`src/rtl/ldpc_pe_pkg.sv`:
```
package ldpc_pe_pkg;

  typedef struct packed {
    logic g_we;
    logic rnew;
    logic gnew;
    logic rd_nwr;
    logic iter;
  } pe_strobe_t;

  localparam pe_strobe_t STROBE_IDLE = '{g_we: 1'b0, rnew: 1'b0, gnew: 1'b0,
                                         rd_nwr: 1'b1, iter: 1'b0};

endpackage

```
`src/rtl/ldpc_pe_row_ctr.sv`:
```
module ldpc_pe_row_ctr #(
  parameter int NROWS = 46,
  localparam int RAW = (NROWS > 1) ? $clog2(NROWS) : 1
) (
  input  logic           clk,
  input  logic           rst_n,
  input  logic           advance,
  output logic [RAW-1:0] row,
  output logic [RAW-1:0] next_row,
  output logic [RAW-1:0] prev_row
);

  localparam logic [RAW-1:0] LAST_ROW = RAW'(NROWS - 1);

  assign next_row = (row == LAST_ROW) ? '0 : row + RAW'(1);

  always_ff @(posedge clk) begin
    if (!rst_n) begin
      row      <= '0;
      prev_row <= '0;
    end else if (advance) begin
      row      <= next_row;
      prev_row <= row;
    end
  end

  // the row number never leaves the row range
  a_r6_row_in_range: assert property (@(posedge clk) disable iff (!rst_n)
    int'(row) < NROWS);

  // after an advance, the row that was left is held as the previous row
  a_r6_prev_follows: assert property (@(posedge clk) disable iff (!rst_n)
    advance |=> prev_row == $past(row));

endmodule

```
`src/rtl/ldpc_pe_phase_dec.sv`:
```
module ldpc_pe_phase_dec #(
  parameter int RAW = 6
) (
  input  logic                    clk,
  input  logic                    rst_n,
  input  logic                    act,
  input  logic                    last,
  input  logic [RAW-1:0]          row,
  input  logic [RAW-1:0]          next_row,
  input  logic [RAW-1:0]          prev_row,
  output logic                    advance,
  output ldpc_pe_pkg::pe_strobe_t strobe,
  output logic [RAW-1:0]          addr
);
  import ldpc_pe_pkg::*;

  logic first_pend;
  logic prev_done;

  assign advance = act & last;

  always_ff @(posedge clk) begin
    if (!rst_n) begin
      first_pend <= 1'b1;
      prev_done  <= 1'b0;
    end else if (act) begin
      if (last) begin
        first_pend <= 1'b1;
        prev_done  <= 1'b1;
      end else begin
        first_pend <= 1'b0;
      end
    end
  end

  always_comb begin
    strobe = STROBE_IDLE;
    addr   = row;
    if (act) begin
      strobe.g_we = 1'b1;
      if (last) begin
        strobe.gnew = 1'b1;
        addr        = next_row;
        strobe.iter = (next_row == '0);
      end else if (first_pend) begin
        strobe.rnew = 1'b1;
        if (prev_done) begin
          strobe.rd_nwr = 1'b0;
          addr          = prev_row;
        end
      end
    end
  end

  // a write strobe is only ever decoded on a first index
  a_r7_write_on_first: assert property (@(posedge clk) disable iff (!rst_n)
    !strobe.rd_nwr |-> strobe.rnew && !strobe.gnew);

  // no write can be decoded before any row has completed
  a_r8_no_early_write: assert property (@(posedge clk) disable iff (!rst_n)
    !prev_done |-> strobe.rd_nwr);

endmodule

```
`src/rtl/ldpc_pe_idx_pipe.sv`:
```
module ldpc_pe_idx_pipe #(
  parameter int IDXW = 8,
  parameter int GAW  = 8
) (
  input  logic            clk,
  input  logic            rst_n,
  input  logic [IDXW-1:0] in_p1_idx,
  input  logic [GAW-1:0]  in_g_raddr,
  output logic [IDXW-1:0] p1_idx,
  output logic [IDXW-1:0] g_waddr,
  output logic [GAW-1:0]  g_raddr,
  output logic [GAW-1:0]  p2_idx
);

  always_ff @(posedge clk) begin
    if (!rst_n) begin
      p1_idx  <= '0;
      g_waddr <= '0;
      g_raddr <= '0;
      p2_idx  <= '0;
    end else begin
      p1_idx  <= in_p1_idx;
      g_waddr <= in_p1_idx;
      g_raddr <= in_g_raddr;
      p2_idx  <= g_raddr;
    end
  end

  // phase-two index trails the forwarded read address by the RAM latency
  a_r2_p2_lags: assert property (@(posedge clk) disable iff (!rst_n)
    1'b1 |=> p2_idx == $past(g_raddr));

  // write address and phase-one index always agree
  a_r3_waddr_matches: assert property (@(posedge clk) disable iff (!rst_n)
    g_waddr == p1_idx);

endmodule

```
`src/rtl/ldpc_pe_sequencer.sv`:
```
module ldpc_pe_sequencer #(
  parameter int NROWS = 46,
  parameter int IDXW  = 8,
  parameter int GAW   = 8,
  localparam int RAW  = (NROWS > 1) ? $clog2(NROWS) : 1
) (
  input  logic            clk,
  input  logic            rst_n,
  input  logic            cw_p1_act,
  input  logic            cw_last,
  input  logic [IDXW-1:0] cw_p1_idx,
  input  logic [GAW-1:0]  cw_g_raddr,
  output logic [GAW-1:0]  g_raddr,
  output logic [IDXW-1:0] g_waddr,
  output logic            g_we,
  output logic [IDXW-1:0] p1_idx,
  output logic [GAW-1:0]  p2_idx,
  output logic            rnew_start,
  output logic            gnew_load,
  output logic            r_rd_nwr,
  output logic [RAW-1:0]  r_addr,
  output logic            iter_start
);
  import ldpc_pe_pkg::*;

  logic [RAW-1:0] row, next_row, prev_row, dec_addr;
  logic           advance;
  pe_strobe_t     dec_strobe, strobe_q;

  ldpc_pe_row_ctr #(.NROWS(NROWS)) u_row_ctr (
    .clk      (clk),
    .rst_n    (rst_n),
    .advance  (advance),
    .row      (row),
    .next_row (next_row),
    .prev_row (prev_row)
  );

  ldpc_pe_phase_dec #(.RAW(RAW)) u_phase_dec (
    .clk      (clk),
    .rst_n    (rst_n),
    .act      (cw_p1_act),
    .last     (cw_last),
    .row      (row),
    .next_row (next_row),
    .prev_row (prev_row),
    .advance  (advance),
    .strobe   (dec_strobe),
    .addr     (dec_addr)
  );

  ldpc_pe_idx_pipe #(.IDXW(IDXW), .GAW(GAW)) u_idx_pipe (
    .clk        (clk),
    .rst_n      (rst_n),
    .in_p1_idx  (cw_p1_idx),
    .in_g_raddr (cw_g_raddr),
    .p1_idx     (p1_idx),
    .g_waddr    (g_waddr),
    .g_raddr    (g_raddr),
    .p2_idx     (p2_idx)
  );

  always_ff @(posedge clk) begin
    if (!rst_n) begin
      strobe_q <= STROBE_IDLE;
      r_addr   <= '0;
    end else begin
      strobe_q <= dec_strobe;
      r_addr   <= dec_addr;
    end
  end

  assign g_we       = strobe_q.g_we;
  assign rnew_start = strobe_q.rnew;
  assign gnew_load  = strobe_q.gnew;
  assign r_rd_nwr   = strobe_q.rd_nwr;
  assign iter_start = strobe_q.iter;

  // an idle schedule word leaves every strobe quiet and the memory in read
  a_r10_idle_quiet: assert property (@(posedge clk) disable iff (!rst_n)
    !cw_p1_act |=> !g_we && !rnew_start && !gnew_load && !iter_start && r_rd_nwr);

  // a G-new load always coincides with an R memory read
  a_r5_gnew_reads: assert property (@(posedge clk) disable iff (!rst_n)
    gnew_load |-> r_rd_nwr && !rnew_start);

  // the iteration flag only accompanies a last-index read of row 0
  a_r11_iter_wrap: assert property (@(posedge clk) disable iff (!rst_n)
    iter_start |-> gnew_load && r_addr == '0);

  // write enable trails the first-phase flag by one cycle
  a_r4_we_follows: assert property (@(posedge clk) disable iff (!rst_n)
    $rose(g_we) |-> $past(cw_p1_act));

endmodule

```
`config.mk`:
```
export PLATFORM = sky130hd
export DESIGN_NAME = ldpc_pe_sequencer
export DESIGN_NICKNAME = d
export VERILOG_FILES = /design/src/rtl/ldpc_pe_pkg.sv /design/src/rtl/ldpc_pe_row_ctr.sv /design/src/rtl/ldpc_pe_phase_dec.sv /design/src/rtl/ldpc_pe_idx_pipe.sv /design/src/rtl/ldpc_pe_sequencer.sv
export SDC_FILE = /design/constraint.sdc
export NUM_CORES = 1
export LEC_CHECK = 0
export BUFFER_PORTS_ARGS = -buffer_cell sky130_fd_sc_hd__buf_4
export CORE_MARGIN = 1.5
export CORE_UTILIZATION = 52
export DETAILED_ROUTE_END_ITERATION = 10
export GPL_TIMING_DRIVEN = 0
export HOLD_SLACK_MARGIN = 0.03
export PLACE_DENSITY = 0.9
export SLEW_MARGIN = 10
export SYNTH_ARGS = -nofsm -noshare
export SYNTH_HDL_FRONTEND = slang
export SYNTH_SLANG_ARGS = --single-unit
export TNS_END_PERCENT = 1
```
`constraint.sdc`:
```
create_clock -name clk -period 2.65 [get_ports clk]
set_clock_uncertainty 0.1 [all_clocks]
set_input_delay 0.1325 -clock clk [delete_from_list [all_inputs] [get_ports clk]]
set_output_delay 0.1325 -clock clk [all_outputs]
set_load 0.01 [all_outputs]
```
==> flow_metrics.py <==
metrics = {
    "run_status": {
        "status": "finished, final reports clean",
    },
    "global_routing": {
        "grt_first_pass_wirelength_mm": 6.97,
        "globalRoute.totalOverflow": 0,
        "grt_util_all_layers": 0.264,
        "grt_max_degree": 16,
        "antenna_found_initial": 0,
        "number_of_global_route_vias_before_repair": 1416,
    },
    "placed_design": {
        "placement.cell_area_mm2": 0.00229,
        "port_buffers": 62,
        "dpl.hpwl_mm": 2.67,
        "gp_congestion": 0.825,
    },
    "min_path": {
        "worst_hold_startpoint": "u_row_ctr.prev_row[1]",
        "worst_hold_path.endpoint": "u_row_ctr.prev_row[1]",
        "timing.hold.worst_path_depth": 2,
        "hp_class": "reg -> reg",
    },
    "synth": {
        "syn_area_mm2": 0.00177,
        "syn_area_per_cell_um2": 11.3,
        "synth.distinct_cells": 38,
        "synth.yosys.seq_area_share": 0.554,
        "synth-warning-count": 0,
        "ys_ff_latch": 49,
        "post_synthesis_net_count": 178,
        "synth_cells": 156,
    },
    "die": {
        "die-height_um": 61.4,
        "ios": 63,
        "fp.dieArea_mm2": 0.00376,
        "die_x_um": 61.4,
        "fp-row-count": 21,
        "fp.coreArea_mm2": 0.00331,
        "start_util": 0.535,
    },
    "layout": {
        "area_growth_pct": 45.3,
        "postLayoutCellArea_mm2": 0.00257,
        "mostFrequentLayoutCell": "buf_4",
        "final_core_utilization": 0.777,
        "layout.cells.most_common_list": "buf_4 (71), dfxtp_1 (49), and2_1 (25)",
        "antenna_cells": 0,
        "fill_cells": 208,
        "final_net_count": 266,
        "post_route_cells_drive_above_1_share": 0.392,
    },
    "route": {
        "drc_errors": 0,
        "drt-total-wl_mm": 4.74,
        "dr.pass1.iters": 4,
        "vias": 1451,
        "post_drt_wl_per_cell_um": 16.3,
        "final_antenna_net_count": 0,
        "detail_route.vias_per_cell": 4.99,
        "drtIter0Drc": 74,
    },
    "setup_path": {
        "timing.rr.start": "u_row_ctr.row[0]",
        "critPathKind": "reg -> reg",
        "critical_path_startpoint_category": "flip-flop",
        "critical_path.endpoint_type": "flip-flop",
        "worst-path-max-fanout": 9,
        "worstReg2RegEnd": "iter_start",
        "worst-endpoint-required_ns": 2.87,
        "timing.critical_path.arrival_ns": 2.02,
        "worst-r2r-cell-count": 4,
        "ff2ff_setup_slack_ns": 0.85,
    },
    "sta": {
        "setup_tns_ns": 0,
        "setup-violations-final": 0,
        "relSlewSlack": 0.684,
        "grt_setup_unrepaired": "false",
        "final_cycle_utilization_of_the_critical_path": 0.679,
        "actual_transition_at_the_worst_max_transition_pin_ns": 0.470,
        "post-route-min-period_ns": 1.80,
        "timing.final.hold_violations": 0,
        "finalMaxSlewViolations": 0,
        "max_freq_mhz": 555,
    },
    "clocking": {
        "worstSkewPairLatency_ns": 0.36,
        "cts_tree": "done",
        "cts_post_setup_buffers_inserted": 0,
        "clockRootBuffer": "clkbuf_4",
        "htree_levels": 2,
        "total_cts_buffers": 5,
        "cts-root-to-sink-buffers": 2,
        "clkSlewWorstSetupHoldPaths_ns": 0.13,
        "tritoncts_num_sinks": 49,
    },
    "power": {
        "total_power_w": 0.00141,
        "worst_ir_drop_on_vdd_mv": 0.348,
        "leakagePower_nw": 1.26,
        "cellPowerDensity_mw_per_mm2": 550,
    },
    "job": {
        "maxCapViolations": 0,
    },
}
## state kept, by name, indices dropped and copies added (netlist names)
register	count
iter_start	1
u_phase_dec.first_pend	1
u_row_ctr.prev_row	6
rnew_start	1
g_we	1
r_rd_nwr	1
u_idx_pipe.g_raddr	8
u_phase_dec.prev_done	1
u_row_ctr.row	6
r_addr	6
gnew_load	1
u_idx_pipe.p1_idx	8
u_idx_pipe.p2_idx	8
## cell usage after synthesis
cell / number / share of area
nor4b_1: 1 / 0.0049
a21oi_1: 1 / 0.0028
and2b_2: 1 / 0.0049
inv_1: 2 / 0.0042
xor2_1: 1 / 0.0049
and3_1: 2 / 0.0071
nand3_4: 1 / 0.0099
nand3b_4: 1 / 0.011
or3b_1: 1 / 0.0049
nand2_2: 1 / 0.0035
o21ai_0: 5 / 0.014
nand3_1: 1 / 0.0028
ha_1: 2 / 0.014
nand2_1: 9 / 0.019
a22o_1: 4 / 0.020
nor3b_2: 1 / 0.0071
buf_2: 2 / 0.0057
a211o_1: 1 / 0.0049
nor2_1: 2 / 0.0042
nand2_8: 1 / 0.011
dfxtp_1: 49 / 0.55
clkbuf_1: 3 / 0.0064
o21a_1: 1 / 0.0042
or3_1: 1 / 0.0035
mux2i_1: 7 / 0.040
and2_1: 25 / 0.088
a311oi_1: 1 / 0.0049
o21ai_1: 1 / 0.0028
nor3b_1: 3 / 0.013
a311oi_2: 1 / 0.0085
buf_4: 9 / 0.038
o22ai_1: 7 / 0.025
inv_6: 1 / 0.0049
buf_6: 2 / 0.013
o21ai_4: 1 / 0.0092
a22o_2: 1 / 0.0057
and2_4: 1 / 0.0049
nand2_4: 2 / 0.013
## per-stage QoR
| stage | std cells | worst slack [ns] | hold WS, ns |
|---|---|---|---|
| global placement | 264 | 0.906 | 0.240 |
| global route | 291 | 0.758 | 0.409 |
| detailed placement | 264 | 0.920 | 0.243 |
| floorplan | 156 | 1.03 | 0.108 |
| finish | 291 | 0.849 | 0.387 |
| CTS | 291 | 0.878 | 0.382 |
## per-layer routing
layer	track usage	routed length, um
met2	0.460	2280
met1	0.296	1970
met4	0.106	84
met3	0.0903	398
met5	0	0
## critical path: stages (launching register included)
cell	delay, ns
dfxtp_1	0.53
ha_1	0.31
nand3b_4	0.12
a311oi_1	0.48
and3_1	0.23
## area by class of cell
| type | count | area, um2 | area share |
|---|---|---|---|
| flip-flops and latches | 49 | 981 | 0.381 |
| plain buffers | 16 | 111 | 0.0433 |
| multi-input cells | 88 | 662 | 0.257 |
| clock inverters | 2 | 37.5 | 0.0146 |
| clock buffers | 6 | 51.3 | 0.0199 |
| inverters | 3 | 16.3 | 0.00632 |
| well taps | 46 | 57.6 | 0.0224 |
| repair buffers | 81 | 656 | 0.255 |
## worst max path at each step
stage	start	end	slack (ns)	cells after the start
floorplan	u_row_ctr.row[0]	r_addr[2]	1.03	5
global placement	u_row_ctr.row[0]	r_addr[2]	0.91	5
detailed placement	u_row_ctr.row[0]	r_addr[2]	0.92	5
CTS	u_row_ctr.row[0]	iter_start	0.88	4
global route	u_row_ctr.row[0]	iter_start	0.76	4
finish	u_row_ctr.row[0]	iter_start	0.85	4
## where the power goes
group	internal [W]	total, W	leakage (nW)	switching, W
Clock	0.000224	0.000457	0.0445	0.000232
Combinational	0.0000997	0.000176	0.814	0.0000767
Sequential	0.000764	0.000782	0.402	0.0000180
Total	0.00109	0.00141	1.26	0.000327
## cell families (layout without fill, tap and decap cells)
logic type                 Yosys count  count (layout)  synth area share
xor gates and xnor gates             1               1           0.00495
and+or+nand+nor                     54              54             0.213
adders and majority gates            2               2            0.0141
DFF                                 49              49             0.554
AOI/OAI and AO/OA                   24              24             0.102
buffers and inverters               19             108            0.0721
muxes                                7               7            0.0396
## what timing repair did
| action | 4_1_cts | 5_1_grt |
|---|---|---|
| endpoints found under the hold margin | 23 | 0 |
| gates resized for setup | 0 | 0 |
| hold buffers | 19 | 0 |
Note: power is estimated with default switching activity, not from simulation.
